File: config.mk
export PLATFORM = sky130hd
export DESIGN_NAME = lsb_wire_link
export DESIGN_NICKNAME = d
export VERILOG_FILES = /design/src/rtl/lsb_wire_pkg.sv /design/src/rtl/lsb_wire_tx.sv /design/src/rtl/lsb_wire_rx.sv /design/src/rtl/lsb_wire_grp.sv /design/src/rtl/lsb_wire_link.sv
export SDC_FILE = /design/constraint.sdc
export NUM_CORES = 1
export LEC_CHECK = 0
export BUFFER_PORTS_ARGS = -buffer_cell sky130_fd_sc_hd__buf_2
export CORE_MARGIN = 1.5
export CORE_UTILIZATION = 45
export DETAILED_ROUTE_END_ITERATION = 10
export PLACE_DENSITY = 0.76
export SLEW_MARGIN = 20
export SYNTH_ARGS = -nofsm -noshare
export SYNTH_HDL_FRONTEND = slang
export SYNTH_SLANG_ARGS = --single-unit
export TNS_END_PERCENT = 100
File: constraint.sdc
create_clock -name clk_i -period 2 [get_ports clk_i]
set_input_delay 0.2 -clock clk_i [delete_from_list [all_inputs] [get_ports clk_i]]
set_output_delay 0.2 -clock clk_i [all_outputs]
set_load 0.01 [all_outputs]
File: src/rtl/lsb_wire_pkg.sv
`timescale 1ns/1ps
package lsb_wire_pkg;
  localparam int unsigned BYTE_W = 8;
endpackage

File: src/rtl/lsb_wire_tx.sv
`timescale 1ns/1ps
module lsb_wire_tx #(
  parameter int unsigned BYTE_W = lsb_wire_pkg::BYTE_W
) (
  input  logic              clk_i,
  input  logic              rst_ni,
  input  logic              in_valid_i,
  output logic              in_ready_o,
  input  logic [BYTE_W-1:0] in_data_i,
  input  logic              in_sof_i,
  output logic              ser_valid_o,
  output logic              ser_data_o,
  output logic              ser_sof_o
);
  localparam int unsigned CW = $clog2(BYTE_W + 1);

  logic [BYTE_W-1:0] sh_q;
  logic [CW-1:0]     cnt_q;
  logic              sof_q;
  logic              load;
  logic              busy;

  assign busy       = (cnt_q != '0);
  assign in_ready_o = (cnt_q < CW'(2));   // empty or on last bit
  assign load       = in_valid_i && in_ready_o;

  always_ff @(posedge clk_i or negedge rst_ni) begin
    if (!rst_ni) begin
      sh_q  <= '0;
      cnt_q <= '0;
      sof_q <= 1'b0;
    end else if (load) begin
      sh_q  <= in_data_i;
      cnt_q <= CW'(BYTE_W);
      sof_q <= in_sof_i;
    end else if (busy) begin
      sh_q  <= sh_q >> 1;
      cnt_q <= cnt_q - CW'(1);
      sof_q <= 1'b0;
    end
  end

  assign ser_valid_o = busy;
  assign ser_data_o  = busy ? sh_q[0] : 1'b0;
  assign ser_sof_o   = busy && sof_q;

  p_lsb_first_r1: assert property (@(posedge clk_i) disable iff (!rst_ni)
    (in_valid_i && in_ready_o) |=> (ser_data_o == $past(in_data_i[0])));
  p_live_after_load_r4: assert property (@(posedge clk_i) disable iff (!rst_ni)
    (in_valid_i && in_ready_o) |=> ser_valid_o);
  p_no_gap_r3: assert property (@(posedge clk_i) disable iff (!rst_ni)
    (ser_valid_o && !in_ready_o) |=> ser_valid_o);
  p_sof_single_r5: assert property (@(posedge clk_i) disable iff (!rst_ni)
    ser_sof_o |=> !ser_sof_o);
endmodule

File: src/rtl/lsb_wire_rx.sv
`timescale 1ns/1ps
module lsb_wire_rx #(
  parameter int unsigned BYTE_W = lsb_wire_pkg::BYTE_W
) (
  input  logic              clk_i,
  input  logic              rst_ni,
  input  logic              ser_valid_i,
  input  logic              ser_data_i,
  input  logic              ser_sof_i,
  output logic              out_valid_o,
  output logic [BYTE_W-1:0] out_data_o,
  output logic              out_sof_o
);
  localparam int unsigned CW = $clog2(BYTE_W);

  logic [BYTE_W-1:0] sh_q;
  logic [BYTE_W-1:0] sh_nxt;
  logic [CW-1:0]     cnt_q;
  logic [CW-1:0]     base;
  logic              fsof_q;
  logic              first;

  always_comb begin
    base   = ser_sof_i ? '0 : cnt_q;           // marker restarts alignment
    sh_nxt = {ser_data_i, sh_q[BYTE_W-1:1]};
    first  = ser_sof_i ? 1'b1 : fsof_q;
  end

  always_ff @(posedge clk_i or negedge rst_ni) begin
    if (!rst_ni) begin
      sh_q        <= '0;
      cnt_q       <= '0;
      fsof_q      <= 1'b0;
      out_valid_o <= 1'b0;
      out_data_o  <= '0;
      out_sof_o   <= 1'b0;
    end else begin
      out_valid_o <= 1'b0;
      if (ser_valid_i) begin
        sh_q <= sh_nxt;
        if (base == CW'(BYTE_W - 1)) begin
          cnt_q       <= '0;
          fsof_q      <= 1'b0;
          out_valid_o <= 1'b1;
          out_data_o  <= sh_nxt;
          out_sof_o   <= first;
        end else begin
          cnt_q  <= base + CW'(1);
          fsof_q <= first;
        end
      end
    end
  end

  p_idle_ignored_r7: assert property (@(posedge clk_i) disable iff (!rst_ni)
    !ser_valid_i |=> !out_valid_o);
  p_strobe_single_r6: assert property (@(posedge clk_i) disable iff (!rst_ni)
    out_valid_o |=> !out_valid_o);
endmodule

File: src/rtl/lsb_wire_grp.sv
`timescale 1ns/1ps
module lsb_wire_grp (
  input  logic clk_i,
  input  logic rst_ni,
  input  logic ser_valid_i,
  input  logic ser_data_i,
  input  logic ser_sof_i,
  output logic grp_o
);
  logic grp_q;

  always_ff @(posedge clk_i or negedge rst_ni) begin
    if (!rst_ni)                       grp_q <= 1'b0;
    else if (ser_valid_i && ser_sof_i) grp_q <= ser_data_i;
  end

  assign grp_o = grp_q;

  p_grp_capture_r9: assert property (@(posedge clk_i) disable iff (!rst_ni)
    (ser_valid_i && ser_sof_i) |=> (grp_o == $past(ser_data_i)));
  p_grp_hold_r9: assert property (@(posedge clk_i) disable iff (!rst_ni)
    !(ser_valid_i && ser_sof_i) |=> $stable(grp_o));
endmodule

File: src/rtl/lsb_wire_link.sv
`timescale 1ns/1ps
module lsb_wire_link #(
  parameter int unsigned BYTE_W = lsb_wire_pkg::BYTE_W
) (
  input  logic              clk_i,
  input  logic              rst_ni,
  input  logic              tx_valid_i,
  output logic              tx_ready_o,
  input  logic [BYTE_W-1:0] tx_data_i,
  input  logic              tx_sof_i,
  output logic              wire_valid_o,
  output logic              wire_data_o,
  output logic              wire_sof_o,
  input  logic              wire_valid_i,
  input  logic              wire_data_i,
  input  logic              wire_sof_i,
  output logic              rx_valid_o,
  output logic [BYTE_W-1:0] rx_data_o,
  output logic              rx_sof_o,
  output logic              rx_grp_o
);
  lsb_wire_tx #(.BYTE_W(BYTE_W)) i_tx (
    .clk_i, .rst_ni,
    .in_valid_i  (tx_valid_i),
    .in_ready_o  (tx_ready_o),
    .in_data_i   (tx_data_i),
    .in_sof_i    (tx_sof_i),
    .ser_valid_o (wire_valid_o),
    .ser_data_o  (wire_data_o),
    .ser_sof_o   (wire_sof_o)
  );

  lsb_wire_rx #(.BYTE_W(BYTE_W)) i_rx (
    .clk_i, .rst_ni,
    .ser_valid_i (wire_valid_i),
    .ser_data_i  (wire_data_i),
    .ser_sof_i   (wire_sof_i),
    .out_valid_o (rx_valid_o),
    .out_data_o  (rx_data_o),
    .out_sof_o   (rx_sof_o)
  );

  lsb_wire_grp i_grp (
    .clk_i, .rst_ni,
    .ser_valid_i (wire_valid_i),
    .ser_data_i  (wire_data_i),
    .ser_sof_i   (wire_sof_i),
    .grp_o       (rx_grp_o)
  );
endmodule

==> reports/qor.csv <==
metric;value;unit
Hold Crit Class;in2reg;
final worst hold slack;86.2;ps
Worst path max stage delay;420;ps
die area;3640;µm²
Distinct cells, synth;23;
port buffer count;29;
Post-synth ARST share;1.00;
commonest non-fill, non-tap cell in the layout;dfrtp_1;
CP Cell Sequence;inv_1, ha_4, nor3b_4, inv_4, and2_1, buf_2;
Hold EP;i_tx.sof_q;
insertion delay to the later sink of the worst-skew pair;330;ps
power share of the clock group;0.170;
first-pass GRT wire length;4.42;mm
CTS max path bufs;2;
slowest CP cell;dfrtp_1;
synthesized cell area;1480;µm²
register area share after synthesis;0.593;
GRT Total Usage;0.170;
Final ANT Viol Nets;0;
Logic pwr share;0.321;
commonest cells after routing, fill and taps aside;34 x dfrtp_1, 29 x buf_2, 18 x mux2_2;
data required time at the worst endpoint;1800;ps
Routed Wire Length;2.63;mm
Setup crit end kind;output port;
P_sw;718;µW
dpl ws;292;ps
R2R cell count;5;
row count;20;
fin crit period;1900;ps
global route overflow;0;
#FFs+latches synth;35;
total number of vias;1033;
CTS Buf Count;5;
fmax;526;MHz
Post-synth EDFFs;0;
Internal;1.36;mW
clk sinks;35;
iteration-0 DRC count of the detailed router;19;
Clock Skew;7.81;ps
CP Class;reg2out;
DRT Pass-1 Iters;4;
Die X;60.3;µm
area grow syn2layout;17.9;%
Tcrit/Tclk final;0.951;
Reg power frac;0.508;
syn_nets;143;
crit path DAT;1700;ps
Worst R2R End;i_rx.out_data_o[5];
Slew @ Worst Pin;745;ps
largest net degree at the start of global routing;36;
DR vias/cell;5.06;
htree depth;2;
wire per inst;12.9;µm
Hold Crit Depth;2;
Final Net Count;177;
YS warnings;0;
layout cells sized above 1;0.375;
Initial Utilization;0.480;
fin worst setup slack;97.6;ps
Synth Instances;125;
worst r2r src;i_rx.cnt_q[0];
Final setup viols;0;
HP Start;tx_sof_i;
Net Sw Frac;0.345;
Max Cap Violations;0;
Main synth FF type;dfrtp_1;
die height;60.3;µm
# DRC;0;
Reg clk slew, reported paths;100;ps
relative slew slack;0.504;
Ports;30;
root buffer cell;clkbuf_4;
CTS tree;yes;
Avg Cell Area, Syn;11.8;µm²
core box area;3080;µm²
max-slew violation count;0;
Pwr Density;1200;nW/µm²
antenna violations before repair;0;
Setup crit start kind;flip-flop;
VDD IR max;0.673;mV
Leak;0.872;nW
Routability Congestion;0.771;
post-DP HPWL;1.87;mm
Fin. Hold Viols;0;
worst reg2reg setup slack;300;ps
vias in the first global route;1044;
status;finished, final reports clean;
ant diodes;0;
Crit Path Max Fanout;13;
## area by class of cell
class                   instances  area, µm²
flip-flops and latches         35        877
clock buffers                   7       45.0
clock inverters                 1       5.00
fillers                       300       1340
inverters                       5       21.3
repair buffers                 32        170
well taps                      44       55.1
multi-input cells              80        568
## per-layer routing
layer,vias to the layer above,wire length (µm),part of all wire,global-route usage
met1,503,1060,0.40,0.191
met4,0,42,0.016,0.0762
li1,490,-,-,-
met5,-,0,0,0
met2,34,1370,0.52,0.295
met3,6,157,0.060,0.0541
## repair_timing
item,in CTS,in global routing
setup endpoints to repair,0,2
hold buffers,1,0
hold endpoints to repair,35,0
resized for setup,0,4
buffers inserted,0,0
## through the flow
stage               power [mW]  std cells  cell area [µm²]  setup TNS [ps]  utilization
floorplan                 1.49        125             1480               0            -
global placement          1.65        195             1670               0        0.541
detailed placement        1.70        195             1670               0        0.541
CTS                       2.07        204             1730               0        0.561
global route              2.24        204             1740           -2.50        0.566
finish                    2.08        204             1740               0        0.566
## logic make-up after synthesis
group,share of synthesized area
AOI/OAI and AO/OA,0.0864
xor gates and xnor gates,0.00593
adders and majority gates,0.0254
DFF,0.593
and+or+nand+nor,0.121
buffers and inverters,0.0313
muxes,0.137
## registers in the layout, indices dropped and copies added, names as in the netlist, 3 cells and up
register,flops
i_rx.out_data_o,8
i_tx.sh_q,8
i_rx.sh_q,7
i_tx.cnt_q,4
i_rx.cnt_q,3
## cell usage after synthesis, types with 2 or more instances
cell | count | area, µm²
a21oi_1 | 16 | 80.1
a22o_1 | 2 | 17.5
and2_1 | 2 | 12.5
buf_2 | 3 | 15.0
dfrtp_1 | 35 | 876
ha_1 | 3 | 37.5
inv_1 | 4 | 15.0
mux2_2 | 18 | 203
nand2_1 | 11 | 41.3
nor2_1 | 14 | 52.6
nor2b_1 | 3 | 18.8
o21ai_0 | 3 | 15.0
## power by group through the flow
stage / clock (mW) / combinational (mW) / sequential, mW
after CTS: 0.374 / 0.636 / 1.06
final: 0.355 / 0.669 / 1.06
after floorplan: 0 / 0.440 / 1.05
after global routing: 0.397 / 0.767 / 1.08
after global placement: 0 / 0.595 / 1.05
after detailed placement: 0 / 0.632 / 1.07
## worst max-delay path: cells and delay by family, from the launching register on
| family | cells | cell delay, ps |
|---|---|---|
| buffers and inverters | 3 | 370 |
| adder cells (fa/ha/maj) | 1 | 170 |
| AND/OR/NAND/NOR | 2 | 390 |
| flip-flops | 1 | 420 |
## how the worst max path moves through the flow
stage | cells past startpoint | slack (ps) | to | startpoint
floorplan | 6 | 360 | wire_data_o | i_tx.cnt_q[1]
global placement | 5 | 360 | i_rx.out_data_o[4] | i_rx.cnt_q[1]
detailed placement | 5 | 290 | i_rx.out_data_o[5] | i_rx.cnt_q[0]
CTS | 6 | 60 | wire_data_o | i_tx.cnt_q[0]
global route | 6 | -2 | wire_data_o | i_tx.cnt_q[1]
finish | 6 | 100 | wire_data_o | i_tx.cnt_q[0]
Note: power is estimated with default switching activity, not from simulation.
